$ cat src/rtl/flash_seq_pkg.sv
package flash_seq_pkg;
  typedef enum logic [2:0] {
    KIND_PROG  = 3'd0,
    KIND_ER4K  = 3'd1,
    KIND_ER8K  = 3'd2,
    KIND_ER64K = 3'd3,
    KIND_ERALL = 3'd4
  } req_kind_e;

  typedef enum logic [1:0] {FR_WREN, FR_OP, FR_POLL} frame_e;
  typedef enum logic [1:0] {ST_IDLE, ST_GAP, ST_FRAME} seq_st_e;

  typedef enum logic [1:0] {
    RES_OK        = 2'd0,
    RES_PROG_ERR  = 2'd1,
    RES_ERASE_ERR = 2'd2,
    RES_TIMEOUT   = 2'd3
  } result_e;

  localparam logic [7:0] OP_WREN  = 8'h06;
  localparam logic [7:0] OP_PROG  = 8'h02;
  localparam logic [7:0] OP_ER4K  = 8'h20;
  localparam logic [7:0] OP_ER8K  = 8'h40;
  localparam logic [7:0] OP_ER64K = 8'hD8;
  localparam logic [7:0] OP_ERALL = 8'hC7;
  localparam logic [7:0] OP_RDSR  = 8'h05;

  localparam int unsigned SR_BUSY_BIT = 0;
  localparam int unsigned SR_EERR_BIT = 5;
  localparam int unsigned SR_PERR_BIT = 6;
endpackage

$ cat src/rtl/spi_byte_master.sv
module spi_byte_master #(
  parameter int unsigned CLK_DIV = 2
) (
  input  logic       clk_i,
  input  logic       rst_ni,
  input  logic       start_i,
  input  logic [7:0] tx_i,
  output logic       busy_o,
  output logic       done_o,
  output logic [7:0] rx_o,
  output logic       sck_o,
  output logic       mosi_o,
  input  logic       miso_i
);
  localparam int unsigned DIV_W = (CLK_DIV > 1) ? $clog2(CLK_DIV) : 1;
  localparam logic [DIV_W-1:0] DIV_LAST = DIV_W'(CLK_DIV - 1);

  logic [DIV_W-1:0] div_q;
  logic             active_q, sck_q, done_q;
  logic [2:0]       bit_q;
  logic [7:0]       tx_q, rx_q;
  logic             tick;

  assign tick = active_q && (div_q == DIV_LAST);

  always_ff @(posedge clk_i or negedge rst_ni) begin
    if (!rst_ni) begin
      div_q    <= '0;
      active_q <= 1'b0;
      sck_q    <= 1'b0;
      done_q   <= 1'b0;
      bit_q    <= '0;
      tx_q     <= '0;
      rx_q     <= '0;
    end else begin
      done_q <= 1'b0;
      if (start_i && !active_q) begin
        active_q <= 1'b1;
        tx_q     <= tx_i;
        bit_q    <= '0;
        div_q    <= '0;
        sck_q    <= 1'b0;
      end else if (active_q) begin
        if (tick) begin
          div_q <= '0;
          if (!sck_q) begin
            sck_q <= 1'b1;
            rx_q  <= {rx_q[6:0], miso_i};  // sample on rising edge
          end else begin
            sck_q <= 1'b0;
            if (bit_q == 3'd7) begin
              active_q <= 1'b0;
              done_q   <= 1'b1;
            end else begin
              bit_q <= bit_q + 3'd1;
              tx_q  <= {tx_q[6:0], 1'b0};  // shift on falling edge
            end
          end
        end else begin
          div_q <= div_q + DIV_W'(1);
        end
      end
    end
  end

  assign busy_o = active_q;
  assign done_o = done_q;
  assign rx_o   = rx_q;
  assign sck_o  = sck_q;
  assign mosi_o = tx_q[7];

  AST_MOSI_STABLE_HIGH: assert property (@(posedge clk_i) disable iff (!rst_ni)
    sck_q |-> $stable(mosi_o)) else $error("mosi moved while sck high");
  AST_START_WHEN_IDLE: assert property (@(posedge clk_i) disable iff (!rst_ni)
    start_i |-> !active_q) else $error("byte start while shifting");
  AST_SCK_PHASE_LEN: assert property (@(posedge clk_i) disable iff (!rst_ni)
    (active_q && $past(active_q) && sck_q != $past(sck_q)) |-> $past(div_q) == DIV_LAST)
    else $error("sck phase length wrong");
endmodule

$ cat src/rtl/op_frame_builder.sv
module op_frame_builder
  import flash_seq_pkg::*;
#(
  parameter int unsigned ADDR_W = 24
) (
  input  frame_e            frame_i,
  input  req_kind_e         kind_i,
  input  logic [ADDR_W-1:0] addr_i,
  input  logic [7:0]        len_m1_i,
  input  logic [8:0]        idx_i,
  input  logic [7:0]        buf_data_i,
  output logic [7:0]        buf_addr_o,
  output logic [7:0]        tx_o,
  output logic [8:0]        last_idx_o
);
  localparam int unsigned ADDR_BYTES = ADDR_W / 8;

  logic [7:0] addr_byte [ADDR_BYTES];
  logic [7:0] op_code;

  // most significant address byte goes first
  for (genvar g = 0; g < ADDR_BYTES; g++) begin : g_abyte
    assign addr_byte[g] = addr_i[ADDR_W-1-8*g -: 8];
  end

  assign buf_addr_o = 8'(idx_i - 9'(ADDR_BYTES + 1));

  always_comb begin
    case (kind_i)
      KIND_PROG:  op_code = OP_PROG;
      KIND_ER4K:  op_code = OP_ER4K;
      KIND_ER8K:  op_code = OP_ER8K;
      KIND_ER64K: op_code = OP_ER64K;
      default:    op_code = OP_ERALL;
    endcase
  end

  always_comb begin
    tx_o       = 8'h00;
    last_idx_o = '0;
    case (frame_i)
      FR_WREN: begin
        tx_o       = OP_WREN;
        last_idx_o = '0;
      end
      FR_POLL: begin
        tx_o       = (idx_i == '0) ? OP_RDSR : 8'h00;
        last_idx_o = 9'd1;
      end
      default: begin
        if (kind_i == KIND_PROG)
          last_idx_o = 9'(ADDR_BYTES) + {1'b0, len_m1_i} + 9'd1;
        else if (op_code == OP_ERALL)
          last_idx_o = '0;
        else
          last_idx_o = 9'(ADDR_BYTES);
        if (idx_i == '0)
          tx_o = op_code;
        else if (idx_i <= 9'(ADDR_BYTES))
          tx_o = addr_byte[idx_i - 9'd1];
        else
          tx_o = buf_data_i;
      end
    endcase
  end
endmodule

$ cat src/rtl/poll_result_eval.sv
module poll_result_eval
  import flash_seq_pkg::*;
(
  input  req_kind_e  kind_i,
  input  logic [7:0] status_i,
  input  logic       last_poll_i,
  output logic       finish_o,
  output result_e    result_o
);
  logic busy;
  assign busy     = status_i[SR_BUSY_BIT];
  assign finish_o = !busy || last_poll_i;

  always_comb begin
    if (busy)
      result_o = RES_TIMEOUT;
    else if (kind_i == KIND_PROG)
      result_o = status_i[SR_PERR_BIT] ? RES_PROG_ERR : RES_OK;
    else
      result_o = status_i[SR_EERR_BIT] ? RES_ERASE_ERR : RES_OK;
  end
endmodule

$ cat src/rtl/flash_pe_seq.sv
module flash_pe_seq
  import flash_seq_pkg::*;
#(
  parameter int unsigned CLK_DIV   = 2,
  parameter int unsigned CS_GAP    = 3,
  parameter int unsigned MAX_POLLS = 16
) (
  input  logic        clk_i,
  input  logic        rst_ni,
  input  logic        req_valid_i,
  output logic        req_ready_o,
  input  logic [2:0]  req_kind_i,
  input  logic [23:0] req_addr_i,
  input  logic [7:0]  req_len_m1_i,
  output logic [7:0]  buf_addr_o,
  input  logic [7:0]  buf_data_i,
  output logic        done_valid_o,
  output logic [1:0]  done_status_o,
  output logic        spi_sck_o,
  output logic        spi_cs_no,
  output logic        spi_mosi_o,
  input  logic        spi_miso_i
);
  localparam int unsigned GAP_W = $clog2(CS_GAP + 1);
  localparam int unsigned PC_W  = $clog2(MAX_POLLS + 1);
  localparam logic [GAP_W-1:0] GAP_LAST  = GAP_W'(CS_GAP - 1);
  localparam logic [PC_W-1:0]  POLL_LAST = PC_W'(MAX_POLLS - 1);

  seq_st_e          st_q;
  frame_e           frame_q;
  req_kind_e        kind_q;
  logic [23:0]      addr_q;
  logic [7:0]       len_q;
  logic [8:0]       idx_q;
  logic             in_flight_q;
  logic [GAP_W-1:0] gap_q;
  logic [PC_W-1:0]  poll_q;
  logic             cs_n_q, done_q;
  result_e          result_q;

  logic       spi_start, spi_busy, spi_done;
  logic [7:0] spi_tx, spi_rx;
  logic [8:0] last_idx;
  logic       ev_finish;
  result_e    ev_result;

  assign spi_start = (st_q == ST_FRAME) && !in_flight_q && !spi_busy;

  op_frame_builder #(.ADDR_W(24)) u_frame (
    .frame_i    (frame_q),
    .kind_i     (kind_q),
    .addr_i     (addr_q),
    .len_m1_i   (len_q),
    .idx_i      (idx_q),
    .buf_data_i (buf_data_i),
    .buf_addr_o (buf_addr_o),
    .tx_o       (spi_tx),
    .last_idx_o (last_idx)
  );

  poll_result_eval u_eval (
    .kind_i      (kind_q),
    .status_i    (spi_rx),
    .last_poll_i (poll_q == POLL_LAST),
    .finish_o    (ev_finish),
    .result_o    (ev_result)
  );

  spi_byte_master #(.CLK_DIV(CLK_DIV)) u_spi (
    .clk_i   (clk_i),
    .rst_ni  (rst_ni),
    .start_i (spi_start),
    .tx_i    (spi_tx),
    .busy_o  (spi_busy),
    .done_o  (spi_done),
    .rx_o    (spi_rx),
    .sck_o   (spi_sck_o),
    .mosi_o  (spi_mosi_o),
    .miso_i  (spi_miso_i)
  );

  always_ff @(posedge clk_i or negedge rst_ni) begin
    if (!rst_ni) begin
      st_q        <= ST_IDLE;
      frame_q     <= FR_WREN;
      kind_q      <= KIND_PROG;
      addr_q      <= '0;
      len_q       <= '0;
      idx_q       <= '0;
      in_flight_q <= 1'b0;
      gap_q       <= '0;
      poll_q      <= '0;
      cs_n_q      <= 1'b1;
      done_q      <= 1'b0;
      result_q    <= RES_OK;
    end else begin
      done_q <= 1'b0;
      case (st_q)
        ST_IDLE: if (req_valid_i) begin
          kind_q  <= req_kind_e'(req_kind_i);
          addr_q  <= req_addr_i;
          len_q   <= req_len_m1_i;
          frame_q <= FR_WREN;
          poll_q  <= '0;
          gap_q   <= '0;
          st_q    <= ST_GAP;
        end
        ST_GAP: begin
          if (gap_q == GAP_LAST) begin
            gap_q  <= '0;
            idx_q  <= '0;
            cs_n_q <= 1'b0;
            st_q   <= ST_FRAME;
          end else begin
            gap_q <= gap_q + GAP_W'(1);
          end
        end
        ST_FRAME: begin
          if (spi_start) in_flight_q <= 1'b1;
          if (spi_done) begin
            in_flight_q <= 1'b0;
            if (idx_q == last_idx) begin
              cs_n_q <= 1'b1;
              st_q   <= ST_GAP;
              case (frame_q)
                FR_WREN: frame_q <= FR_OP;
                FR_OP:   frame_q <= FR_POLL;
                default: begin
                  if (ev_finish) begin
                    st_q     <= ST_IDLE;
                    done_q   <= 1'b1;
                    result_q <= ev_result;
                  end else begin
                    poll_q <= poll_q + PC_W'(1);
                  end
                end
              endcase
            end else begin
              idx_q <= idx_q + 9'd1;
            end
          end
        end
        default: st_q <= ST_IDLE;
      endcase
    end
  end

  assign req_ready_o   = (st_q == ST_IDLE);
  assign spi_cs_no     = cs_n_q;
  assign done_valid_o  = done_q;
  assign done_status_o = result_q;

  // count of clocks chip select has been high, for the gap check only
  logic [GAP_W-1:0] cs_hi_q;
  always_ff @(posedge clk_i or negedge rst_ni) begin
    if (!rst_ni) cs_hi_q <= '0;
    else if (!cs_n_q) cs_hi_q <= '0;
    else if (cs_hi_q != GAP_W'(CS_GAP)) cs_hi_q <= cs_hi_q + GAP_W'(1);
  end

  AST_READY_CS_HIGH: assert property (@(posedge clk_i) disable iff (!rst_ni)
    req_ready_o |-> spi_cs_no) else $error("ready while frame open");
  AST_CS_GAP_MIN: assert property (@(posedge clk_i) disable iff (!rst_ni)
    $fell(spi_cs_no) |-> cs_hi_q >= GAP_W'(CS_GAP)) else $error("cs gap short");
  AST_SPI_IN_FRAME: assert property (@(posedge clk_i) disable iff (!rst_ni)
    spi_busy |-> !spi_cs_no) else $error("shifting with cs high");
  AST_DONE_PULSE: assert property (@(posedge clk_i) disable iff (!rst_ni)
    done_valid_o |=> !done_valid_o) else $error("done longer than one cycle");
  AST_POLL_BOUND: assert property (@(posedge clk_i) disable iff (!rst_ni)
    poll_q < PC_W'(MAX_POLLS)) else $error("poll count overran");
endmodule

$ cat config.mk
export PLATFORM = sky130hd
export DESIGN_NAME = flash_pe_seq
export DESIGN_NICKNAME = d
export VERILOG_FILES = /design/src/rtl/flash_seq_pkg.sv /design/src/rtl/spi_byte_master.sv /design/src/rtl/op_frame_builder.sv /design/src/rtl/poll_result_eval.sv /design/src/rtl/flash_pe_seq.sv
export SDC_FILE = /design/constraint.sdc
export NUM_CORES = 1
export LEC_CHECK = 0
export ABC_AREA = 1
export BUFFER_PORTS_ARGS = -buffer_cell sky130_fd_sc_hd__buf_2
export CORE_MARGIN = 2
export CORE_UTILIZATION = 45
export DETAILED_ROUTE_END_ITERATION = 10
export PLACE_DENSITY = 0.62
export REMOVE_ABC_BUFFERS = 1
export SLEW_MARGIN = 10
export SYNTH_ARGS = -nofsm -noshare
export SYNTH_HDL_FRONTEND = slang
export SYNTH_SLANG_ARGS = --single-unit
$ cat constraint.sdc
create_clock -name clk_i -period 3.18 [get_ports clk_i]
set_clock_uncertainty 0.2 [all_clocks]
set_input_delay 0.477 -clock clk_i [delete_from_list [all_inputs] [get_ports clk_i]]
set_output_delay 0.477 -clock clk_i [all_outputs]
set_load 0.03 [all_outputs]
==> results of run 1 <==
kinds of logic after synthesis:
logic type,count (synthesis),synth area share (%)
compound gates,78,9.216
simple gates,279,28.51
buf+inv,85,7.222
fa+ha+maj,10,2.695
xor+xnor,11,2.075
mux,25,6.063
flops,82,44.22
per-layer routing:
layer	routed length (microns)	vias up	global-route usage [%]
met5	0	-	0
met4	201	0	6.109
met3	479	17	3.896
met2	5170	97	34.98
met1	5058	1884	28.29
li1	-	1987	-
synthesized netlist by cell type, types with 5 or more instances:
cell type  number  share of area, %
clkbuf_1       10              0.81
nand4_1        29               3.9
xor2_1         10               1.9
ha_1           10               2.7
dfrtp_1        81                44
mux2_2         25               6.1
inv_1          61               4.9
nor2_1         61               4.9
buf_2           7              0.75
o21ai_0        31               3.3
nand2_1       124                10
nand3_1        38               4.1
inv_2           5              0.40
a21oi_1        35               3.8
sequential cells by signal, summed over array words and instances, names as in the netlist, 3 cells and up:
signal,count
idx_q,9
u_spi.rx_o,7
addr_q,24
u_spi.bit_q,3
len_q,8
u_spi.tx_q,8
kind_q,3
poll_q,5
per-stage QoR:
step / total power (W) / setup slack, ns / hold slack [ns] / utilization, %
after global routing: 0.001988 / 0.4829 / 0.1345 / 51.74
after global placement: 0.001128 / 0.7814 / 0.2614 / 49.67
after CTS: 0.001933 / 0.7131 / 0.1368 / 51.74
after floorplan: 0.001076 / 0.4930 / -0.01859 / -
final: 0.001914 / 0.6658 / 0.08235 / 51.74
after detailed placement: 0.001129 / 0.6926 / 0.2662 / 49.67
worst register-to-register path: cells and delay by family, from the launching register on:
kind	cells	cell delay, ns
DFF	1	0.40
and+or+nand+nor	9	0.62
AOI/OAI and AO/OA	1	0.09
adders and majority gates	1	0.46
buffers and inverters	2	0.59
final cells by class:
class / count / area [sq um] / area share [%]
clock buffers: 11 / 151.4 / 2.873
clock inverters: 5 / 60.06 / 1.140
inverters: 66 / 247.7 / 4.701
multi-input cells: 403 / 2257 / 42.83
flip-flops and latches: 82 / 2053 / 38.96
well taps: 136 / 170.2 / 3.229
repair buffers: 64 / 330.3 / 6.268
power breakdown:
| part | switching (W) | internal [W] |
|---|---|---|
| combinational | 0.0000346 | 0.0000234 |
| sequential | 0.00000205 | 0.00105 |
| clock | 0.000399 | 0.000409 |
| total | 0.000436 | 0.00148 |
path summary, 6_finish.rpt:
path / cells past startpoint / end / start
setup / recovery: 5 / buf_addr_o[5] / idx_q[3]
hold / removal: 1 / idx_q[6] / rst_ni
setup reg to reg: 13 / u_spi.tx_q[2] / idx_q[0]
hold reg to reg: 2 / poll_q[4] / poll_q[4]
max in group asynchronous: 1 / u_spi.done_o / rst_ni
min in group clk_i: 2 / addr_q[13] / req_addr_i[13]
==> reports/results.tsv, run 1 <==
stage	metric	value	unit
status	status	finished clean	
layout	most common cell after layout, fill and taps aside	nand2_1	
floorplan	row count	37	
clock_network	Resize count post-CTS	0	
logic_synthesis	register bit total from synthesis	82	
global_routing	number of global-route vias before repair	4048	
route	DR vias/cell	5.196	
pwr	Leak	2.832	nW
floorplan	Initial Util	45.59	%
layout	most frequent cells in the layout	nand2_1, dfrtp_1, inv_1, nor2_1, buf_2	
pwr	power density over cell area	363.3	nW/um^2
logic_synthesis	register area share after synthesis	44.22	%
clock_network	CTS H-tree lvls	3	
layout	nets@finish	683	
critical_path	Largest stage delay, worst path	0.48	ns
route	WL/cell	14.22	microns
place	hpwl dp	7937	microns
logic_synthesis	average size of a mapped cell	8.146	sq um
layout	Final Non-Filler Cells	767	
timing	endpoints failing hold	0	
global_routing	GR Overflow Total	0	
critical_path	Worst path top cell family by delay	flip-flops	
critical_path	Startpoint Class	flip-flop	
layout	Fill cells	1008	
clock_network	total CTS buffers	9	
logic_synthesis	post-synthesis cell area	4643	sq um
critical_path	CP Cell Sequence	inv_1 -> nand2_1 -> nor2_1 -> xor2_1 -> buf_2	
clock_network	CTS clk-pin slew, worst paths	0.09	ns
place	GPL Wtd Cong	0.8942	
logic_synthesis	main flop type after synthesis	dfrtp_1	
clock_network	Skew-Pair Late Insertion Delay	0.36	ns
route	drt first pass iters	6	
timing	setup_tns	0	ns
logic_synthesis	Synth Warn #	0	
pwr	maximum vdd ir drop	207.9	uV
critical_path	critical path type	reg2out	
clock_network	CTS tree	built	
critical_path	Worst Path Required	2.50	ns
clock_network	clk sinks	82	
critical_path	CP arrival	1.84	ns
global_routing	GRT Total Usage	21.09	%
critical_path	Slowest-stage cell, CP	dfrtp_1	
timing	Slew Limit Headroom	29.87	%
layout	fin area	5270	sq um
route	detailed-route via count	3985	
global_routing	first-pass GRT wire length	18920	microns
worst_hold_path	hold crit path type	in2async	
route	Post-Route WL	10910	microns
route	Initial DRC Count	166	
timing	unrepaired setup endpoints after global routing	false	
layout	synth-to-layout area growth	13.50	%
timing	Final Critical Period	2.514	ns
timing	fin crit share	79.06	%
critical_path	Setup crit end kind	output pin	
global_routing	largest net degree at the start of global routing	83	
layout	share of layout cells above drive strength 1	21.24	%
floorplan	die area	11150	sq um
timing	# setup viols final	0	
timing	fmax	0.3977	GHz
place	Buffers on Ports	61	
place	placed cells	751	
critical_path	Crit path buffers/inverters	2	
logic_synthesis	Post-synth EDFFs	0	
logic_synthesis	Post-synth ARST share	100.0	%
floorplan	chip height	105.6	microns
clock_network	CTS Hold Bufs	0	
global_routing	initial antenna violation count	0	
floorplan	# IOs	62	
floorplan	Die Span X	105.6	microns
place	area post-placement	5059	sq um
clock_network	Root Buffer	clkbuf_8	
route	DRC	0	
clock_network	post-CTS setup buffer count	0	
clock_network	worst-case clock buffer depth	2	
logic_synthesis	Distinct cells, synth	38	
logic_synthesis	Synth Instances	570	
critical_path	r2r setup slk	0.71	ns
job	max cap viols	0	
timing	actual slew at the worst max-slew pin	1.052	ns
route	DRT antenna net count	0	
layout	# diodes	0	
critical_path	crit path max fanout	6	
timing	Slew Viols, Final	0	
floorplan	core area	10180	sq um
Power figures use the tool's default switching activity.
==> run 2, diff against run 1 <==
--- a/config.mk
+++ b/config.mk
@@ -10,7 +10,7 @@
 export CORE_MARGIN = 2
 export CORE_UTILIZATION = 45
 export DETAILED_ROUTE_END_ITERATION = 10
-export PLACE_DENSITY = 0.62
+export PLACE_DENSITY = 0.64
 export REMOVE_ABC_BUFFERS = 1
 export SLEW_MARGIN = 10
 export SYNTH_ARGS = -nofsm -noshare
==> constraint.sdc (replaced) <==
create_clock -name clk_i -period 2 [get_ports clk_i]
set_clock_uncertainty 0.2 [all_clocks]
set_input_delay 0.3 -clock clk_i [delete_from_list [all_inputs] [get_ports clk_i]]
set_output_delay 0.3 -clock clk_i [all_outputs]
set_load 0.03 [all_outputs]
==> run 2 against run 1 <==
- the run now ends with hold timing, setup timing left
- global-route usage rose by 1.4 points
- sequential share of layout area is 6.7 points lower
- utilization increased by 11 points
- flip-flop and latch count stayed put
- clock power grew 40%
- final area is 21% higher
- non-clock buffer count rose by 98
- clock-buffer cell count down 2
- worst hold slack worse by 0.084 ns
- final cell count increased by 13%
- via count is 13% higher
- sequential power rose by 59%
- critical path type is now reg2reg
- largest cell class unchanged
- largest power group unchanged
==> reports/results.tsv, run 2 (synthesis results as in run 1) <==
stage	metric	value	unit	change
status	status	finished with violations		
status	failing checks	hold timing, setup timing		
timing	final hold slack	-0.001606	ns	-0.08395 ns
clock_network	Skew-Pair Late Insertion Delay	0.37	ns	about the same
layout	Final Non-Filler Cells	867		+13%
job	max cap viols	0		unchanged
timing	fin crit share	109.7	%	
route	DRC	0		unchanged
layout	register area	2054	sq um	about the same
timing	endpoints failing hold	1		+1
floorplan	die area	11150	sq um	unchanged
global_routing	first-pass GRT wire length	19840	microns	+4.9%
timing	# setup viols final	29		+29
pwr	power density over cell area	463.7	nW/um^2	+28%
clock_network	CTS H-tree lvls	3		unchanged
floorplan	chip height	105.6	microns	unchanged
route	detailed-route via count	4488		+13%
layout	Fill cells	881		-13%
layout	most flop-heavy register	addr_q		
layout	synth-to-layout area growth	37.29	%	
critical_path	Slowest-stage cell, CP	dfrtp_1		
layout	max reg flops	24		unchanged
floorplan	row count	37		unchanged
layout	nets@finish	783		+15%
timing	final worst setup slack	-0.1934	ns	-0.8592 ns
global_routing	largest net degree at the start of global routing	47		-43%
route	Post-Route WL	12110	microns	+11%
clock_network	CTS tree	built		
worst_hold_path	hold crit path type	in2reg		
critical_path	Crit path buffers/inverters	1		-1
layout	most frequent cells in the layout	nand2_1, dfrtp_1, buf_4		
clock_network	total CTS buffers	9		unchanged
timing	unrepaired setup endpoints after global routing	true		
route	WL/cell	13.97	microns	-1.8%
global_routing	GR Overflow Total	0		unchanged
critical_path	cell mode on critical path	nand2_1		
critical_path	Startpoint Class	flip-flop		
critical_path	Largest stage delay, worst path	0.42	ns	-0.06 ns
layout	# diodes	0		unchanged
timing	actual slew at the worst max-slew pin	0.6066	ns	-0.4454 ns
layout	most common cell after layout, fill and taps aside	nand2_1		
floorplan	# IOs	62		unchanged
worst_hold_path	hold depth	3		
timing	Final Critical Period	2.193	ns	
critical_path	crit path max fanout	11		+5
place	Buffers on Ports	61		unchanged
route	DR vias/cell	5.176		-0.37%
route	Initial DRC Count	209		+26%
route	DRT antenna net count	0		unchanged
place	GPL Wtd Cong	0.8031		-10%
critical_path	Worst path depth	12		+7
place	hpwl dp	8434	microns	+6.3%
critical_path	CP Cell Sequence	nor2_4 -> buf_4 -> nand4_1 -> nand2_1 -> nand2_1 -> nor2_2 -> nand2_2 -> nor2_4 -> nand3_4 -> nand3_4 -> nand2_1 -> nand2_1		
clock_network	clk sinks	82		unchanged
global_routing	number of global-route vias before repair	4308		+6.4%
global_routing	GRT Total Usage	22.45	%	+1.4 points
timing	fmax	0.4559	GHz	
pwr	Leak	3.351	nW	+18%
place	pre-CTS setup slack	-0.1837	ns	-0.8763 ns
floorplan	Initial Util	45.59	%	unchanged
clock_network	worst-case clock buffer depth	2		unchanged
global_routing	initial antenna violation count	0		unchanged
pwr	maximum vdd ir drop	375.9	uV	+81%
timing	Slew Limit Headroom	59.51	%	+30 points
floorplan	Die Span X	105.6	microns	unchanged
layout	Multi-input gate area	2489	sq um	+10%
route	drt first pass iters	5		-1
timing	Slew Viols, Final	0		unchanged
critical_path	critical path type	reg2reg		
critical_path	Setup crit end kind	flip-flop		
layout	share of layout cells above drive strength 1	32.97	%	+12 points
clock_network	CTS clk-pin slew, worst paths	0.09	ns	about the same
floorplan	core area	10180	sq um	unchanged
critical_path	Worst Path Required	2.10	ns	-0.40 ns
place	placed cells	802		+6.8%
clock_network	Root Buffer	clkbuf_8		
critical_path	r2r worst-path depth	12		-1
critical_path	CP arrival	2.30	ns	+0.46 ns
critical_path	Worst path top cell family by delay	simple AND/OR/NAND/NOR gates		
layout	Top Registers	addr_q (24), idx_q (9)		
## run 2: changes by cell type in the layout (fill, tap and decap cells not counted), moves of 5 or more
cell | before | now
o21ai_0 | 31 | 26
nand2_1 | 123 | 107
nand3_2 | 1 | 9
o21ai_1 | 2 | 7
buf_6 | 0 | 5
inv_2 | 5 | 10
dlygate4sd3_1 | 0 | 36
buf_4 | 4 | 61
nand2_2 | 5 | 18
inv_1 | 61 | 56
nand3_1 | 38 | 30
## run 2: power by group
group	switching [W]	leakage [nW]	internal, W
registers	0.00000313	1.04	0.00166
logic	0.0000665	2.22	0.0000898
clock network	0.000672	0.0911	0.000461
## run 2: cell type report
type / count / area share (%)
clock inverters: 7 / 0.8636
clock buffers: 9 / 1.943
repair buffers: 162 / 19.37
inverters: 66 / 3.886
well taps: 136 / 2.669
flip-flops and latches: 82 / 32.23
multi-input cells: 405 / 39.04
## run 2: path summary, 6_finish.rpt
kind	startpoint	endpoint	slack [ns]
hold reg to reg	u_spi.tx_q[1]	u_spi.tx_q[1]	0.29
hold / removal	req_len_m1_i[6]	len_q[6]	-0.002
min in group asynchronous	rst_ni	len_q[6]	0.10
setup reg to reg	kind_q[1]	idx_q[4]	-0.19
max in group asynchronous	rst_ni	spi_cs_no	0.96
setup / recovery	kind_q[1]	idx_q[4]	-0.19
## run 2: repair_timing
item	4_1_cts	5_1_grt
gates resized for setup	51	19
setup buffers	7	4
endpoints found under the hold margin	116	0
gates cloned	2	0
hold buffers	36	0
pin swaps	23	25
endpoints found under the setup margin	34	37
## run 2: stage by stage
| step | util [%] | hold WS, ns | total power (W) | area (sq um) | TNS [ns] |
|---|---|---|---|---|---|
| floorplan | - | -0.1956 | 0.001711 | 4556 | -27.78 |
| global placement | 53.92 | -0.04963 | 0.001801 | 5492 | -1.955 |
| detailed placement | 53.92 | -0.05307 | 0.001803 | 5492 | -2.892 |
| CTS | 61.65 | 0.004034 | 0.002978 | 6279 | -2.707 |
| global route | 62.59 | 0.03677 | 0.003071 | 6375 | -6.954 |
| finish | 62.59 | -0.001606 | 0.002956 | 6375 | -3.598 |
## run 2: layer usage
layer	vias up	wire length [microns]	global-route usage, %
li1	2194	-	-
met1	2136	5274	29.09
met2	128	5924	37.19
met3	30	574	3.154
met4	0	337	10.53
met5	-	0	0
## run 2: tightest hold or removal path, delay by kind of cell
family	cells	cell delay (ns)
buf+inv	1	0.10
simple gates	1	0.09
compound gates	1	0.05
